File: src/rtl/cfgx_pkg.sv
package cfgx_pkg;
   localparam int BIT_ERR  = 0;
   localparam int BIT_RD   = 1;
   localparam int BIT_SKIP = 2;
   localparam int BIT_SEL  = 3;
   localparam int KEY_LSB  = 16;

   localparam logic [1:0] SZ_W4 = 2'd2;
   localparam logic [1:0] SZ_W8 = 2'd3;

   typedef enum logic [2:0] {
      S_IDLE,
      S_FETCH,
      S_SEL,
      S_PLAN,
      S_BYTE,
      S_ADV,
      S_STAT
   } seq_e;
endpackage

File: src/rtl/cfgx_ptr.sv
module cfgx_ptr
   import cfgx_pkg::*;
#(
   parameter int          AW  = 64,
   parameter logic [63:0] SIG = 64'h4346_474D_4441_3031
) (
   input  logic          clk,
   input  logic          rst_n,
   input  logic          wr,
   input  logic [2:0]    off,
   input  logic [1:0]    size,
   input  logic [63:0]   wdata,
   input  logic          busy,
   output logic [63:0]   rdata,
   output logic          start,
   output logic [AW-1:0] base,
   output logic [63:0]   ptr_q
);
   logic [63:0] ptr_nxt;
   logic [3:0]  nbytes;
   logic [3:0]  span;
   logic [6:0]  shamt;
   logic [63:0] mask;

   always_comb begin
      start   = 1'b0;
      ptr_nxt = ptr_q;
      if (wr && !busy) begin
         if (size == SZ_W4 && off == 3'd0) begin
            ptr_nxt = {wdata[31:0], 32'h0};
         end else if (size == SZ_W4 && off == 3'd4) begin
            ptr_nxt = ptr_q | {32'h0, wdata[31:0]};
            start   = 1'b1;
         end else if (size == SZ_W8 && off == 3'd0) begin
            ptr_nxt = wdata;
            start   = 1'b1;
         end
      end
   end

   assign base = ptr_nxt[AW-1:0];

   always_ff @(posedge clk) begin
      if (!rst_n)     ptr_q <= '0;
      else if (start) ptr_q <= '0;
      else            ptr_q <= ptr_nxt;
   end

   always_comb begin
      nbytes = 4'd1 << size;
      span   = {1'b0, off} + nbytes;
      shamt  = {4'd8 - span, 3'b000};
      mask   = (nbytes == 4'd8) ? '1 : ((64'd1 << {nbytes, 3'b000}) - 64'd1);
      if (span > 4'd8) rdata = '0;
      else             rdata = (SIG >> shamt) & mask;
   end
endmodule

File: src/rtl/cfgx_chunk.sv
module cfgx_chunk #(
   parameter int LW = 32
) (
   input  logic [LW-1:0] rem,
   input  logic          present,
   input  logic [LW-1:0] len,
   input  logic [LW-1:0] off,
   output logic          have,
   output logic [LW-1:0] chunk
);
   logic [LW-1:0] avail;

   assign have  = present && (off < len);
   assign avail = len - off;
   assign chunk = (rem < avail) ? rem : avail;
endmodule

File: src/rtl/cfgx_seq.sv
module cfgx_seq
   import cfgx_pkg::*;
#(
   parameter int AW = 64,
   parameter int LW = 32,
   parameter int KW = 16
) (
   input  logic          clk,
   input  logic          rst_n,
   input  logic          start,
   input  logic [AW-1:0] base,
   output logic          busy,
   output logic          mem_req,
   output logic          mem_we,
   output logic          mem_wide,
   output logic [AW-1:0] mem_addr,
   output logic [31:0]   mem_wdata,
   input  logic          mem_ack,
   input  logic          mem_err,
   input  logic [31:0]   mem_rdata,
   output logic          item_sel,
   output logic [KW-1:0] item_sel_key,
   output logic          item_adv,
   output logic [LW-1:0] item_step,
   input  logic [7:0]    item_byte,
   input  logic          have,
   input  logic [LW-1:0] chunk,
   output logic [LW-1:0] rem
);
   seq_e          st;
   logic [AW-1:0] base_q, tgt_q;
   logic [31:0]   thi_q;
   logic [63:0]   tgt_full;
   logic [LW-1:0] rem_q, step_q;
   logic [KW-1:0] key_q;
   logic [1:0]    fidx;
   logic [7:0]    byte_q;
   logic          rd_mode, err_q, from_item;

   assign tgt_full = {thi_q, mem_rdata};
   assign rem      = rem_q;

   always_ff @(posedge clk) begin
      if (!rst_n) begin
         st        <= S_IDLE;
         base_q    <= '0;
         tgt_q     <= '0;
         thi_q     <= '0;
         rem_q     <= '0;
         step_q    <= '0;
         key_q     <= '0;
         fidx      <= '0;
         byte_q    <= '0;
         rd_mode   <= 1'b0;
         err_q     <= 1'b0;
         from_item <= 1'b0;
      end else begin
         case (st)
            S_IDLE: if (start) begin
               base_q <= base;
               fidx   <= '0;
               err_q  <= 1'b0;
               st     <= S_FETCH;
            end
            S_FETCH: if (mem_ack) begin
               if (mem_err) begin
                  err_q <= 1'b1;
                  st    <= S_STAT;
               end else begin
                  fidx <= fidx + 2'd1;
                  case (fidx)
                     2'd0: thi_q <= mem_rdata;
                     2'd1: tgt_q <= tgt_full[AW-1:0];
                     2'd2: rem_q <= mem_rdata[LW-1:0];
                     default: begin
                        rd_mode <= mem_rdata[BIT_RD];
                        key_q   <= mem_rdata[KEY_LSB +: KW];
                        if (!(mem_rdata[BIT_RD] || mem_rdata[BIT_SKIP])) rem_q <= '0;
                        st <= mem_rdata[BIT_SEL] ? S_SEL : S_PLAN;
                     end
                  endcase
               end
            end
            S_SEL: st <= S_PLAN;
            S_PLAN: begin
               if (rem_q == '0) begin
                  st <= S_STAT;
               end else if (have) begin
                  if (rd_mode) begin
                     byte_q    <= item_byte;
                     from_item <= 1'b1;
                     st        <= S_BYTE;
                  end else begin
                     step_q <= chunk;
                     rem_q  <= rem_q - chunk;
                     st     <= S_ADV;
                  end
               end else if (rd_mode) begin
                  byte_q    <= 8'h00;
                  from_item <= 1'b0;
                  st        <= S_BYTE;
               end else begin
                  rem_q <= '0;
                  st    <= S_STAT;
               end
            end
            S_BYTE: if (mem_ack) begin
               if (mem_err) begin
                  err_q <= 1'b1;
                  st    <= S_STAT;
               end else begin
                  rem_q <= rem_q - 1'b1;
                  tgt_q <= tgt_q + 1'b1;
                  if (from_item) begin
                     step_q <= LW'(1);
                     st     <= S_ADV;
                  end else begin
                     st <= S_PLAN;
                  end
               end
            end
            S_ADV:  st <= S_PLAN;
            S_STAT: if (mem_ack) st <= S_IDLE;
            default: st <= S_IDLE;
         endcase
      end
   end

   assign busy      = (st != S_IDLE);
   assign mem_req   = (st == S_FETCH) || (st == S_BYTE) || (st == S_STAT);
   assign mem_we    = (st == S_BYTE) || (st == S_STAT);
   assign mem_wide  = (st != S_BYTE);
   assign item_sel  = (st == S_SEL);
   assign item_adv  = (st == S_ADV);
   assign item_step = step_q;
   assign item_sel_key = key_q;

   always_comb begin
      mem_addr  = '0;
      mem_wdata = '0;
      case (st)
         S_FETCH: mem_addr = base_q + AW'({fidx, 2'b00});
         S_BYTE: begin
            mem_addr  = tgt_q;
            mem_wdata = {24'h0, byte_q};
         end
         S_STAT: begin
            mem_addr  = base_q + AW'(12);
            mem_wdata = {31'h0, err_q};
         end
         default: ;
      endcase
   end
endmodule

File: src/rtl/cfgx_dma.sv
module cfgx_dma
   import cfgx_pkg::*;
#(
   parameter int          AW  = 64,
   parameter int          LW  = 32,
   parameter int          KW  = 16,
   parameter logic [63:0] SIG = 64'h4346_474D_4441_3031
) (
   input  logic          clk,
   input  logic          rst_n,
   input  logic          reg_wr,
   input  logic [2:0]    reg_off,
   input  logic [1:0]    reg_size,
   input  logic [63:0]   reg_wdata,
   output logic [63:0]   reg_rdata,
   output logic          busy,
   output logic          mem_req,
   output logic          mem_we,
   output logic          mem_wide,
   output logic [AW-1:0] mem_addr,
   output logic [31:0]   mem_wdata,
   input  logic          mem_ack,
   input  logic          mem_err,
   input  logic [31:0]   mem_rdata,
   output logic          item_sel,
   output logic [KW-1:0] item_sel_key,
   output logic          item_adv,
   output logic [LW-1:0] item_step,
   input  logic          item_present,
   input  logic [LW-1:0] item_len,
   input  logic [LW-1:0] item_off,
   input  logic [7:0]    item_byte
);
   generate
      if (AW < 33 || AW > 64) begin : g_bad_aw
         $error("cfgx_dma: AW must lie in 33..64");
      end
      if (LW < 1 || LW > 32) begin : g_bad_lw
         $error("cfgx_dma: LW must lie in 1..32");
      end
      if (KW < 1 || KW > 16) begin : g_bad_kw
         $error("cfgx_dma: KW must lie in 1..16");
      end
   endgenerate

   logic          start;
   logic [AW-1:0] base;
   logic [63:0]   ptr_q;
   logic          have;
   logic [LW-1:0] chunk, rem;

   cfgx_ptr #(.AW(AW), .SIG(SIG)) u_ptr (
      .clk(clk), .rst_n(rst_n), .wr(reg_wr), .off(reg_off), .size(reg_size),
      .wdata(reg_wdata), .busy(busy), .rdata(reg_rdata), .start(start),
      .base(base), .ptr_q(ptr_q)
   );

   cfgx_chunk #(.LW(LW)) u_chunk (
      .rem(rem), .present(item_present), .len(item_len), .off(item_off),
      .have(have), .chunk(chunk)
   );

   cfgx_seq #(.AW(AW), .LW(LW), .KW(KW)) u_seq (
      .clk(clk), .rst_n(rst_n), .start(start), .base(base), .busy(busy),
      .mem_req(mem_req), .mem_we(mem_we), .mem_wide(mem_wide),
      .mem_addr(mem_addr), .mem_wdata(mem_wdata), .mem_ack(mem_ack),
      .mem_err(mem_err), .mem_rdata(mem_rdata), .item_sel(item_sel),
      .item_sel_key(item_sel_key), .item_adv(item_adv), .item_step(item_step),
      .item_byte(item_byte), .have(have), .chunk(chunk), .rem(rem)
   );
endmodule

File: config.mk
export PLATFORM = sky130hd
export DESIGN_NAME = cfgx_dma
export DESIGN_NICKNAME = d
export VERILOG_FILES = /design/src/rtl/cfgx_pkg.sv /design/src/rtl/cfgx_ptr.sv /design/src/rtl/cfgx_chunk.sv /design/src/rtl/cfgx_seq.sv /design/src/rtl/cfgx_dma.sv
export SDC_FILE = /design/constraint.sdc
export NUM_CORES = 1
export LEC_CHECK = 0
export BUFFER_PORTS_ARGS = -buffer_cell sky130_fd_sc_hd__buf_2
export CAP_MARGIN = 20
export CORE_MARGIN = 2
export CORE_UTILIZATION = 30
export DETAILED_ROUTE_END_ITERATION = 12
export MAX_ROUTING_LAYER = met4
export SYNTH_ARGS = -nofsm -noshare
export SYNTH_HDL_FRONTEND = slang
export SYNTH_SLANG_ARGS = --single-unit
File: constraint.sdc
create_clock -name clk -period 8.86 [get_ports clk]
set_input_delay 1.329 -clock clk [delete_from_list [all_inputs] [get_ports clk]]
set_output_delay 1.329 -clock clk [all_outputs]
set_load 0.02 [all_outputs]
**Yosys cells after proc, flatten, opt, wreduce, memory -nomap -nowiden**

Index checks and enable logic that the tools add are counted.

- $add $sub $neg: 10
- Order comparisons: 3
- Equal/unequal tests: 29
- Shift-type cells: 3
- Multiplexer cells: 65
- Bitwise operators: 6
- Reduce and logical (&&, ||, !) cells: 35

Operators with widths:

| kind | count |
|---|---|
| two-way mux 64 bit | 11 |
| two-way mux 32 bit | 16 |
| one-hot mux 64 bit (3 select lines) | 1 |
| one-hot mux 32 bit (2 select lines) | 2 |
| one-hot mux 64 bit (2 select lines) | 1 |
| one-hot mux 32 bit (3 select lines) | 1 |
| adder 64 x 1 -> 64 bit (second input constant) | 1 |
| adder 64 x 4 -> 64 bit | 1 |
| adder 64 x 4 -> 64 bit (second input constant) | 1 |
| AND 64 bit | 1 |
| < comparator 32 bit | 2 |
| OR 64 x 32 -> 64 bit | 1 |
| << shifter 1 x 7 -> 64 bit (first input constant) | 1 |
| right shift 63 x 7 -> 64 bit (first input constant) | 1 |
| subtractor 32 bit | 2 |
| subtractor 64 x 1 -> 64 bit (second input constant) | 1 |
| zero test 32 bit | 1 |
| subtractor 32 x 1 -> 32 bit (second input constant) | 1 |
| two-way mux 3 bit | 10 |
| two-way mux 8 bit | 3 |
| != test 2 bit (second input constant) | 11 |
| one-hot mux 3 bit (6 select lines) | 1 |
| one-hot mux 8 bit (2 select lines) | 1 |
| AND reduction 4 bit | 4 |
| other kinds (33) | 75 |

- Register bits after elaboration: 320
- Input bits: 179
- Output and inout port bits: 214
- Word-level logic and storage cells: 164

**Depth between registers and ports, before layout**

- Depth in word-level cells: 8
- Mapped depth: 36
- Depth with buffers taken out: 34

**Cells and area by module**

Synthesis repeated with hierarchy kept, for this count alone.

- Cells, all modules: 3247
- Area total of the unflattened synthesis: 23638.9 um^2

Modules (own cells, without submodules):

| module | instances | cells each | area each (um^2) | sequential area each (um^2) |
|---|---|---|---|---|
| cfgx_seq | 1 | 2226 | 16229.3 | 5124.9 |
| cfgx_ptr | 1 | 536 | 4195.3 | 1281.2 |
| cfgx_chunk | 1 | 485 | 3214.3 | 0.0 |

**Worst setup path after synthesis**

Ideal clock, no wire load.

- Kind: input to register
- Start: input port item_off[6]
- End: register u_seq.rem_q[20], in the netlist u_seq.rem[20]
- Library setup time: 0.132 ns
- Data arrival time: 8.181 ns
- Data required time: 8.728 ns
- Setup slack: 0.547 ns
- Cell stages on the path: 33
- Path buffers: 2
- Cells stage by stage: inv_1 > ha_1 > a2111o_1 > o21ai_1 > o221ai_1 > a21o_1 > a21o_1 > a311oi_1 > xor2_1 > ha_1 > nand4_1 > nor3_1 > o211ai_1 > nand4_1 > nand3_1 > a31oi_1 > buf_1 > buf_1 > nor2_1 > a21oi_1 > ha_1 > inv_1 > fa_1 > a21o_1 > a221oi_1 > nor3_1 > or3_1 > a31oi_1 > o21bai_1 > and4_1 > or3_1 > a221oi_1 > a21oi_1

- Cells in the longest elaborated chain, start to end: 8
- Elaborated cells on any way between the ends: 10
- Those cells by class: add/sub (2); order compare (2); mux (5); reduce/logical (1)

RTL lines:

| what | line | RTL |
|---|---|---|
| from (decl) | cfgx_dma.sv:31 | `input logic [LW-1:0] item_off,` |
| subtractor 32 bit | cfgx_chunk.sv:14 | `assign avail = len - off;` |
| < comparator 32 bit | cfgx_chunk.sv:15 | `assign chunk = (rem < avail) ? rem : avail;` |
| two-way mux 32 bit | cfgx_chunk.sv:15 |  |
| subtractor 32 bit | cfgx_seq.sv:95 | `rem_q <= rem_q - chunk;` |
| two-way mux 32 bit | cfgx_seq.sv:89 | `if (rd_mode) begin` |
| two-way mux 32 bit (*) | cfgx_seq.sv:88 | `end else if (have) begin` |
| two-way mux 32 bit (*) | cfgx_seq.sv:86 | `if (rem_q == '0) begin` |
| one-hot mux 32 bit (3 select lines) (*) | cfgx_seq.sv:58 | `case (st)` |
| to (signal assigned) | cfgx_seq.sv:74 | `2'd2: rem_q <= mem_rdata[LW-1:0];` |
| to (signal assigned) | cfgx_seq.sv:95 |  |
| to (signal assigned) | cfgx_seq.sv:112 | `rem_q <= rem_q - 1'b1;` |
| to (decl) | cfgx_seq.sv:34 | `logic [LW-1:0] rem_q, step_q;` |

Every way passes the cells marked *; elsewhere a longest branch is shown, timed or not. The select of a mux whose other input is x is not followed.
A chain may end at the register's enable or synchronous reset.

**Worst setup path in the final report**

- Start: input port item_len[6]
- End: register u_seq.rem_q[27], in the netlist u_seq.rem[27]

- Cells in the longest elaborated chain, start to end: 8
- Elaborated cells on any way between the ends: 10
- Those cells by class: add/sub (2); order compare (2); mux (5); reduce/logical (1)

RTL lines:

| what | line | RTL |
|---|---|---|
| from (decl) | cfgx_dma.sv:30 | `input logic [LW-1:0] item_len,` |
| subtractor 32 bit | cfgx_chunk.sv:14 |  |
| < comparator 32 bit | cfgx_chunk.sv:15 |  |
| two-way mux 32 bit | cfgx_chunk.sv:15 |  |
| subtractor 32 bit | cfgx_seq.sv:95 |  |
| two-way mux 32 bit | cfgx_seq.sv:89 |  |
| two-way mux 32 bit (*) | cfgx_seq.sv:88 |  |
| two-way mux 32 bit (*) | cfgx_seq.sv:86 |  |
| one-hot mux 32 bit (3 select lines) (*) | cfgx_seq.sv:58 |  |

Marked as above.

==> impl_metrics.ini <==
[run_status]
status = completed

[placement]
gp_congestion = 0.941
dp_cells = 4068
port_buffers = 344
place_area_mm2 = 0.0236
dp_hpwl_um = 59300

[timing]
min_period_ns = 8.19
fmax_mhz = 122
setup_violations = 0
final_max_slew_viol_count = 0
hold_viol_final = 0
slew_headroom = 0.248
grt_setup_unrepaired = false
fin_skew_ns = 0.0378
fin_tns_setup_ns = 0
tightest_slew_ns = 1.12
finalCritPeriodShare = 0.925

[yosys]
ys_top_cells_by_area = dfxtp_1 30%, a21oi_1 7.4%, nand2_1 7.1%
yosysSeqAreaShare = 0.300
yosysTopAreaCellShare = 0.300
yosysTopAreaCell = dfxtp_1
synth_cell_types = 81
syn_avg_cell_area_um2 = 7.26
ys_async_sr_fraction = 0
synth.ff_latch_count = 320
synth.most_common_cell = nand2_1
synth_edf_count = 0
synthTopCellsByCount = 402 x nand2_1, 320 x dfxtp_1, 317 x a21oi_1, 316 x nor2_1, 265 x o21ai_0
synthesis.area_mm2 = 0.0214
ys_warn_count = 0
synth_flop_cell = dfxtp_1
syn_inst = 2940

[worst_hold_path]
hold_path.class = flop to flop
min-delay-start = u_ptr.ptr_q[2]
min_path_cells = 2
hold_end = u_ptr.ptr_q[2]

[power]
p_total_mw = 3.67
p_int_mw = 2.60
clock_power_share = 0.464
pwr-share-comb = 0.138
p_sw_mw = 1.07
pwr-share-seq = 0.398
p_leak_nw = 10.0
power_density_mw_per_mm2 = 146
irDropWorstVdd_mv = 0.129
switching_share = 0.290

[grt]
antenna_found_initial = 2
grt_pass1_wl_um = 121000
track_usage = 0.216
grt_max_degree = 168
grt_pass1_vias = 20000
overflow = 0

[final_layout]
seq_area_mm2 = 0.00641
areaGrowthSynthToFinish_pct = 17.3
fill_cells = 7535
fin_nets = 3475
multiInputGateArea_mm2 = 0.0137
final_layout_size_suffix_gt1_frac = 0.156
final_cells = 4142
diodes = 0
final_cell_area_mm2 = 0.0251

[routing]
antenna_left = 0
route.detailed.drc = 0
drt_first_iter_violations = 1933
wl_um = 80500
drtPass1Iterations = 5
vias = 22000
wl_per_cell_um = 19.4
vias_per_cell = 5.32

[cts]
cts_max_level = 2
cts.clk_slew.worst_paths_ns = 0.06
cts_buffers = 40
cts_tree = done
cts_sinks = 320
insertion_delay_ns = 0.61
root_buffer = clkbuf_16
cts_buffer_depth = 3

[floorplan]
initial_core_util = 0.304
io_pins = 393
die_h_um = 271
dieArea_mm2 = 0.0733
die_w_um = 271
row_count = 97
core-area_mm2 = 0.0703

[setup_path]
r2r_cells = 20
critPathKind = input port to flop
crit-reg2reg-launch = u_seq.rem[6]
reg2reg_to = u_seq.rem[27]
r2r_setup_slack_ns = 3.23
slowest_delay_ns = 0.46
crit_arrival_ns = 8.65
cp_top_family = compound AO/OA/AOI/OAI gates
crit_path_top_delay_cell = a221oi_1
worst-endpoint-required_ns = 9.32
critPathLaunchType = input port
crit_buf_inv = 2
cp_max_fo = 19
endpoint_kind = flop

[run]
max_cap_viol_count = 0
-- worst max path at each step --
stage	cells after the start	end	slack, ns	startpoint
floorplan	33	u_seq.rem[20]	0.55	item_off[6]
global placement	33	u_seq.rem[20]	0.18	item_off[1]
detailed placement	33	u_seq.rem[20]	0.06	item_off[1]
CTS	33	u_seq.rem[26]	0.63	item_off[1]
global route	31	u_seq.rem[27]	0.07	item_off[1]
finish	29	u_seq.rem[27]	0.67	item_len[6]
-- worst reg2reg max path: cells and delay by family, from the launching register on --
family	cells	cell delay, ns
buffers and inverters	1	0.36
AND/OR/NAND/NOR	5	0.63
AO/OA/AOI/OAI	10	2.74
adder cells (fa/ha/maj)	2	0.61
flip-flops	1	0.57
XOR/XNOR	1	0.16
multiplexers	1	0.40
-- cell usage in the layout, fill, tap and decap left out, drive strengths merged, types with 17 or more instances in the layout --
cell    count
a211oi     70
a21o       29
a21oi     317
a221oi     17
a31oi      20
and2       17
and3       59
buf       377
clkbuf     57
conb       48
dfxtp     320
ha        119
inv       109
mux2       20
nand2     403
nand2b     45
nand3      84
nand4      40
nor2      316
nor3       49
nor4       19
o21ai     272
o22ai      21
or3        28
xnor2      76
xor2       55
-- registers in the layout, indices dropped and copies added, names as in the netlist, 2 cells and up --
signal,flops
u_seq.thi_q,32
u_seq.fidx,2
u_ptr.ptr_q,64
u_seq.tgt_q,64
u_seq.item_step,32
u_seq.base_q,64
u_seq.rem,32
u_seq.st,3
u_seq.item_sel_key,16
u_seq.byte_q,8
-- per-layer routing --
| metal | global-route usage | vias up | wire length (um) |
|---|---|---|---|
| li1 | - | 10800 | - |
| met1 | 0.289 | 10200 | 35800 |
| met2 | 0.323 | 940 | 35100 |
| met3 | 0.0413 | 130 | 6730 |
| met4 | 0.0743 | 0 | 2970 |
| met5 | - | - | 0 |
-- power groups by stage --
stage / Clock, mW / Sequential (mW) / Combinational [mW]
2_1_floorplan: 0 / 1.49 / 0.339
3_3_place_gp: 0 / 1.49 / 0.501
3_5_place_dp: 0 / 1.49 / 0.501
4_1_cts: 1.74 / 1.46 / 0.504
5_1_grt: 1.80 / 1.46 / 0.556
6_report: 1.70 / 1.46 / 0.506
-- cell families (layout without fill, tap and decap cells) --
logic type / Yosys count / after routing / synth area share
DFF: 320 / 320 / 0.300
adders and majority gates: 123 / 123 / 0.0735
xor gates and xnor gates: 131 / 131 / 0.0537
muxes: 30 / 30 / 0.0152
and+or+nand+nor: 1105 / 1105 / 0.236
AOI/OAI and AO/OA: 888 / 888 / 0.250
other: 1 / 48 / 0.000176
buffers and inverters: 342 / 557 / 0.0715
-- what timing repair did --
item	in CTS	in global routing
hold buffers	0	0
resized for setup	0	1
endpoints found under the setup margin	0	5
setup buffers	0	2
-- per-stage QoR --
step           hold WS, ns  setup slack [ns]   util
6_report             0.438             0.669  0.357
5_1_grt              0.449            0.0694  0.357
4_1_cts              0.441             0.631  0.356
3_5_place_dp         0.431            0.0558  0.336
3_3_place_gp         0.429             0.183  0.336
2_1_floorplan        0.418             0.547      -
-- cell type report --
type                    instances  share of cell area
clock buffers                  57              0.0477
clock inverters                14             0.00739
inverters                     109              0.0166
multi-input cells            2325               0.546
flip-flops and latches        320               0.256
well taps                     940              0.0469
repair buffers                377              0.0799
(Power assumes the default switching activity.)
